### config.mk
export PLATFORM = sky130hd
export DESIGN_NAME = ir_rxq_top
export DESIGN_NICKNAME = d
export VERILOG_FILES = /design/src/rtl/ir_rxq_pkg.sv /design/src/rtl/ir_rxq_store.sv /design/src/rtl/ir_rxq_events.sv /design/src/rtl/ir_rxq_top.sv
export SDC_FILE = /design/constraint.sdc
export NUM_CORES = 1
export LEC_CHECK = 0
export BUFFER_PORTS_ARGS = -buffer_cell sky130_fd_sc_hd__buf_4
export CORE_ASPECT_RATIO = 0.6
export CORE_UTILIZATION = 31
export DETAILED_ROUTE_END_ITERATION = 12
export SLEW_MARGIN = 10
export SYNTH_ARGS = -nofsm -noshare
export SYNTH_HDL_FRONTEND = slang
export SYNTH_HIERARCHICAL = 1
export SYNTH_SLANG_ARGS = --single-unit
### constraint.sdc
create_clock -name clk -period 6.7 [get_ports clk]
set_input_delay 0 -clock clk [delete_from_list [all_inputs] [get_ports clk]]
set_output_delay 0 -clock clk [all_outputs]
set_load 0.05 [all_outputs]
### src/rtl/ir_rxq_pkg.sv
// Package: shared constants for the infrared receive symbol queue.
// Assumes: register words are 32 bits wide and addressed by a 2-bit word index.
package ir_rxq_pkg;
    localparam int REG_W     = 32;
    localparam int ADDR_W    = 2;
    localparam int SYM_W     = 8;
    localparam int N_EVT     = 3;
    // Event indices inside the flag vector.
    localparam int EV_OVF    = 0;
    localparam int EV_PKT    = 1;
    localparam int EV_AVL    = 2;
    // Bit positions of the events in the enable and status words.
    localparam int BIT_OVF   = 0;
    localparam int BIT_PKT   = 1;
    localparam int BIT_AVL   = 4;
    localparam int FIELD_LSB = 8;

    typedef enum logic [ADDR_W-1:0] {
        RA_DATA = 2'd0,
        RA_IEN  = 2'd1,
        RA_STAT = 2'd2,
        RA_NONE = 2'd3
    } reg_addr_e;

    // Gathers the three event bits out of a register word.
    function automatic logic [N_EVT-1:0] pick_events(input logic [REG_W-1:0] w);
        pick_events = {w[BIT_AVL], w[BIT_PKT], w[BIT_OVF]};
    endfunction

    // Places the three event bits at their positions in a register word.
    function automatic logic [REG_W-1:0] place_events(input logic [N_EVT-1:0] e);
        place_events          = '0;
        place_events[BIT_OVF] = e[EV_OVF];
        place_events[BIT_PKT] = e[EV_PKT];
        place_events[BIT_AVL] = e[EV_AVL];
    endfunction
endpackage

### src/rtl/ir_rxq_store.sv
// Module: circular byte store with read/write pointers and a fill count.
// What it does: accepts a byte when not full, pops one when not empty, and
// flags a push that arrives at a full store as dropped.
// Assumes: push and pop are single-cycle strobes; fullness is judged on the
// count before this edge, so a pop in the same cycle does not rescue a push.
module ir_rxq_store #(
    parameter int DEPTH = 16,
    parameter int DW    = 8,
    localparam int PTR_W = $clog2(DEPTH),
    localparam int CNT_W = $clog2(DEPTH) + 1
) (
    input  logic             clk,
    input  logic             rst_n,
    input  logic             push,
    input  logic [DW-1:0]    push_data,
    input  logic             pop,
    output logic [DW-1:0]    head,
    output logic [CNT_W-1:0] count,
    output logic             full,
    output logic             empty,
    output logic             dropped
);
    logic [DW-1:0]    mem [DEPTH];
    logic [PTR_W-1:0] wr_ptr;
    logic [PTR_W-1:0] rd_ptr;
    logic             do_push;
    logic             do_pop;

    assign full    = (count == CNT_W'(DEPTH));
    assign empty   = (count == '0);
    assign do_push = push && !full;
    assign do_pop  = pop && !empty;
    assign dropped = push && full;
    assign head    = empty ? '0 : mem[rd_ptr];

    // Advances a pointer, wrapping at the last slot.
    function automatic logic [PTR_W-1:0] bump(input logic [PTR_W-1:0] p);
        bump = (p == PTR_W'(DEPTH - 1)) ? '0 : p + 1'b1;
    endfunction

    // Writes an accepted byte into its slot.
    always_ff @(posedge clk) begin
        if (do_push) mem[wr_ptr] <= push_data;
    end

    // Moves the pointers on accepted pushes and effective pops.
    always_ff @(posedge clk) begin
        if (!rst_n) begin
            wr_ptr <= '0;
            rd_ptr <= '0;
        end else begin
            if (do_push) wr_ptr <= bump(wr_ptr);
            if (do_pop)  rd_ptr <= bump(rd_ptr);
        end
    end

    // Tracks the number of stored bytes.
    always_ff @(posedge clk) begin
        if (!rst_n) begin
            count <= '0;
        end else begin
            case ({do_push, do_pop})
                2'b10:   count <= count + 1'b1;
                2'b01:   count <= count - 1'b1;
                default: count <= count;
            endcase
        end
    end

    // the count never exceeds the depth.
    p_cnt_bound_r3: assert property (@(posedge clk) disable iff (!rst_n)
        count <= CNT_W'(DEPTH));
    // a byte arriving at a full store without a pop leaves it full.
    p_drop_keeps_full_r4: assert property (@(posedge clk) disable iff (!rst_n)
        (push && full && !pop) |=> (count == CNT_W'(DEPTH)));
    // popping an empty store leaves the count at zero.
    p_empty_pop_r10: assert property (@(posedge clk) disable iff (!rst_n)
        (pop && empty && !push) |=> (count == '0));
endmodule

### src/rtl/ir_rxq_events.sv
// Module: sticky event flags with write-one-to-clear and an interrupt reduction.
// What it does: each flag sets on its event and clears on its clear bit. A set
// in the same cycle as a clear wins. The interrupt is the OR of flag AND enable.
// Assumes: set and clear vectors are one-cycle qualified strobes.
module ir_rxq_events #(
    parameter int N = 3
) (
    input  logic         clk,
    input  logic         rst_n,
    input  logic [N-1:0] set_vec,
    input  logic [N-1:0] clr_vec,
    input  logic [N-1:0] en_vec,
    output logic [N-1:0] pend,
    output logic         irq
);
    for (genvar i = 0; i < N; i++) begin : g_flag
        // Holds one sticky flag, with set taking precedence over clear.
        always_ff @(posedge clk) begin
            if (!rst_n)          pend[i] <= 1'b0;
            else if (set_vec[i]) pend[i] <= 1'b1;
            else if (clr_vec[i]) pend[i] <= 1'b0;
        end

        // a set always lands, even against a clear.
        p_set_wins_r8: assert property (@(posedge clk) disable iff (!rst_n)
            set_vec[i] |=> pend[i]);
        // a clear without a set leaves the flag low.
        p_clear_r7: assert property (@(posedge clk) disable iff (!rst_n)
            (clr_vec[i] && !set_vec[i]) |=> !pend[i]);
    end

    assign irq = |(pend & en_vec);

    // with no enables, no interrupt.
    p_irq_masked_r9: assert property (@(posedge clk) disable iff (!rst_n)
        (en_vec == '0) |-> !irq);
    // an interrupt implies some pending flag.
    p_irq_source_r9: assert property (@(posedge clk) disable iff (!rst_n)
        irq |-> (pend != '0));
endmodule

### src/rtl/ir_rxq_top.sv
// Module: infrared receive symbol queue with register port and interrupt.
// What it does: pushes sampler bytes into a store and decodes register reads
// and writes for data (pop), enable/level and status (count + W1C flags).
// Assumes: reg_rdata is used in the cycle the read strobe is high; the pop
// takes effect at the end of that cycle.
module ir_rxq_top
    import ir_rxq_pkg::*;
#(
    parameter int DEPTH = 16,
    localparam int CNT_W = $clog2(DEPTH) + 1
) (
    input  logic              clk,
    input  logic              rst_n,
    input  logic              sym_valid,
    input  logic [SYM_W-1:0]  sym_data,
    input  logic              pkt_end,
    input  logic              reg_wr,
    input  logic              reg_rd,
    input  logic [ADDR_W-1:0] reg_addr,
    input  logic [REG_W-1:0]  reg_wdata,
    output logic [REG_W-1:0]  reg_rdata,
    output logic              irq
);
    reg_addr_e        addr;
    logic [SYM_W-1:0] head;
    logic [CNT_W-1:0] count;
    logic             full;
    logic             empty;
    logic             dropped;
    logic             pop;
    logic [N_EVT-1:0] en_bits;
    logic [CNT_W-1:0] level;
    logic [N_EVT-1:0] set_vec;
    logic [N_EVT-1:0] clr_vec;
    logic [N_EVT-1:0] pend;
    logic             unused_wdata;

    assign addr         = reg_addr_e'(reg_addr);
    assign pop          = reg_rd && (addr == RA_DATA);
    assign unused_wdata = ^{full, reg_wdata};

    ir_rxq_store #(.DEPTH(DEPTH), .DW(SYM_W)) u_store (
        .clk       (clk),
        .rst_n     (rst_n),
        .push      (sym_valid),
        .push_data (sym_data),
        .pop       (pop),
        .head      (head),
        .count     (count),
        .full      (full),
        .empty     (empty),
        .dropped   (dropped)
    );

    // Holds the enable bits and the data-available level.
    always_ff @(posedge clk) begin
        if (!rst_n) begin
            en_bits <= '0;
            level   <= '0;
        end else if (reg_wr && addr == RA_IEN) begin
            en_bits <= pick_events(reg_wdata);
            level   <= reg_wdata[FIELD_LSB +: CNT_W];
        end
    end

    // Forms the per-event set and clear strobes.
    always_comb begin
        set_vec         = '0;
        set_vec[EV_OVF] = dropped;
        set_vec[EV_PKT] = pkt_end;
        set_vec[EV_AVL] = (count > level);
        clr_vec = (reg_wr && addr == RA_STAT) ? pick_events(reg_wdata) : '0;
    end

    ir_rxq_events #(.N(N_EVT)) u_events (
        .clk     (clk),
        .rst_n   (rst_n),
        .set_vec (set_vec),
        .clr_vec (clr_vec),
        .en_vec  (en_bits),
        .pend    (pend),
        .irq     (irq)
    );

    // Selects the word presented on the read port.
    always_comb begin
        reg_rdata = '0;
        case (addr)
            RA_DATA: reg_rdata[SYM_W-1:0] = empty ? '0 : head;
            RA_IEN: begin
                reg_rdata = place_events(en_bits);
                reg_rdata[FIELD_LSB +: CNT_W] = level;
            end
            RA_STAT: begin
                reg_rdata = place_events(pend);
                reg_rdata[FIELD_LSB +: CNT_W] = count;
            end
            default: reg_rdata = '0;
        endcase
    end

    // the count above the level raises the available flag next cycle.
    p_avail_r6: assert property (@(posedge clk) disable iff (!rst_n)
        (count > level) |=> pend[EV_AVL]);
    // a packet-end pulse raises its flag.
    p_pkt_end_r5: assert property (@(posedge clk) disable iff (!rst_n)
        pkt_end |=> pend[EV_PKT]);
    // a write to the data address alone does not move the count.
    p_data_wr_ignored_r11: assert property (@(posedge clk) disable iff (!rst_n)
        (reg_wr && addr == RA_DATA && !sym_valid && !reg_rd) |=> $stable(count));
    // an empty data read returns zero.
    p_empty_zero_r10: assert property (@(posedge clk) disable iff (!rst_n)
        (pop && empty) |-> (reg_rdata == '0));
endmodule

==> impl_metrics.ini <==
[status]
status = complete, no violations

[setup_path]
cp_num_buf_inv = 1
arrival_ns = 3.16
r2r_start = u_store/count[1]
crit_type = flop to flop
critical-path-top-delay-family = simple AND/OR/NAND/NOR gates
cp.required_ns = 7.04
max_stage_delay_ns = 0.52
end_kind = flop
crit_fanout = 9
reg2reg_depth = 11
rrSetupSlack_ns = 3.88
cp-start-kind = flop
crit_path_top_delay_cell = nor4_4
crit_chain = nor4_4, nand2b_4, nand2_4, inv_1, ha_1, xor2_1, ha_1, a21oi_1, xor2_1, or3_1, a21oi_1
r2r_end = u_store/count[2]

[finish]
fin_util_pct = 38.7
area_growth_pct = 20.1
final_cell_mix = edfxtp_1, buf_4, dlygate4sd3_1, mux4_2, dfxtp_1
diodes = 0
drive_gt1_share_pct = 22.8
final_common_cell = edfxtp_1
final_nets = 581
final_cells = 809

[power]
p_sw_share_pct = 25.2
power_density_mw_per_mm2 = 271
clkPwrFrac_pct = 42.3
pwr-share-comb_pct = 9.4
power.switching_uw = 564
p_leak_uw = 0.00279
vdd_drop_max_mv = 0.147
p_int_uw = 1670
pwr-share-seq_pct = 48.4

[routing]
route.detailed.drc = 0
routed_via_density = 4.89
finalWirelength_um = 14900
drt-wirelength-per-cell_um = 18.4
drt-pass1-iter-count = 5
drt_iter0_drc = 296
ant_nets = 0
vias = 3955

[sta]
maxSlewViolCount = 0
max_freq_mhz = 355
worst_slew_pin_slew_ns = 1.04
setup_viol = 0
maxSlewHeadroom_pct = 30.1
min_period_ns = 2.82
fin_skew_ns = 0.00760
grt_setup_unrepaired = false
tns_ns = 0
fin_crit_sh_pct = 42.1
hold_viol = 0
whs_ns = 0.0491

[cts]
cts_max_level = 4
root_buffer = clkbuf_16
cts_sinks = 156
clk_latency_ns = 0.41
clk_pin_slew_worst_paths_ns = 0.07
cts_buffers = 17
cts_tree = yes
clock_path_buffers = 2

[floorplanning]
ios = 81
core_area_mm2 = 0.0213
initial_utilization_pct = 32.2
fp.dieW_um = 194
die_h_um = 117
die-area_mm2 = 0.0228
rows = 41

[worst_hold_path]
hold_path.class = input port to flop
holdPathStages = 3
hold_end = u_events/pend[0]
min-delay-start = sym_valid

[run]
maxCapViolCount = 0

[placed_design]
place_inst = 742
place_congestion = 0.825
portBuffers = 37
dp_hpwl_um = 9910

[grt]
grt_util_all_layers_pct = 13.2
grt_overflow = 0
grt_max_degree = 33
grt_antenna_before_repair = 2
grt_pass1_wl_um = 22400
grt_pass1_vias = 3890

[synth]
yosysWarnings = 6
netlist_area_mm2 = 0.00687
syn_inst = 446
avgSynthCellArea_um2 = 15.4
-- what timing repair did --
item	4_1_cts	5_1_grt
resized for setup	0	0
buffers inserted	0	0
hold endpoints to repair	140	0
hold buffers	35	0
-- worst max-delay path by stage --
stage	slack, ns	to	cells after the start	from
after floorplan	4.23	u_store/count[2]	13	u_store/count[1]
after detailed placement	3.92	u_store/count[2]	11	u_store/count[1]
after global routing	3.65	u_store/count[4]	10	u_store/count[1]
after global placement	4.01	u_store/count[2]	11	u_store/count[1]
final	3.88	u_store/count[2]	11	u_store/count[1]
after CTS	3.88	u_store/count[2]	11	u_store/count[1]
-- power groups by stage --
stage	clock, µW	sequential (µW)	combinational [µW]
final	945	1080	209
after global routing	999	1080	226
after CTS	965	1080	209
after detailed placement	0	1100	195
after global placement	0	1100	189
after floorplan	0	1100	157
-- per-stage QoR --
| stage | total power [µW] | cell area [µm²] | setup WS [ns] |
|---|---|---|---|
| 3_3_place_gp | 1290 | 7320 | 4.01 |
| 5_1_grt | 2310 | 8250 | 3.65 |
| 6_report | 2240 | 8250 | 3.88 |
| 3_5_place_dp | 1300 | 7320 | 3.92 |
| 4_1_cts | 2260 | 8250 | 3.88 |
| 2_1_floorplan | 1250 | 6940 | 4.23 |
-- final cells by class --
cell class / instances / area [µm²]
Multi-Input combinational cell: 251 / 2210
Timing Repair Buffer: 74 / 643
Fill cell: 1960 / 13100
Sequential cell: 156 / 4410
Clock buffer: 18 / 429
Clock inverter: 14 / 149
Inverter: 17 / 63.8
Tap cell: 279 / 349
-- state kept, by name, summed over array words and instances, names as in the netlist, named ones only --
| signal | flops |
|---|---|
| u_store/count | 5 |
| u_events/pend | 3 |
| u_store/rd_ptr | 4 |
| level | 5 |
| en_bits | 3 |
| u_store/mem | 128 |
| u_store/wr_ptr | 4 |
-- routing by layer --
metal,up-vias,routed length [µm],GRT usage (%)
li1,1813,-,-
met1,2015,7620,19.3
met2,113,6510,19.4
met3,10,673,3.74
met4,4,57,3.08
met5,-,25,0
-- tightest hold or removal path, delay by kind of cell --
kind | cells | cell delay, ns
AND/OR/NAND/NOR | 1 | 0.21
AO/OA/AOI/OAI | 1 | 0.12
buffers and inverters | 1 | 0.10
(Power assumes the default switching activity.)
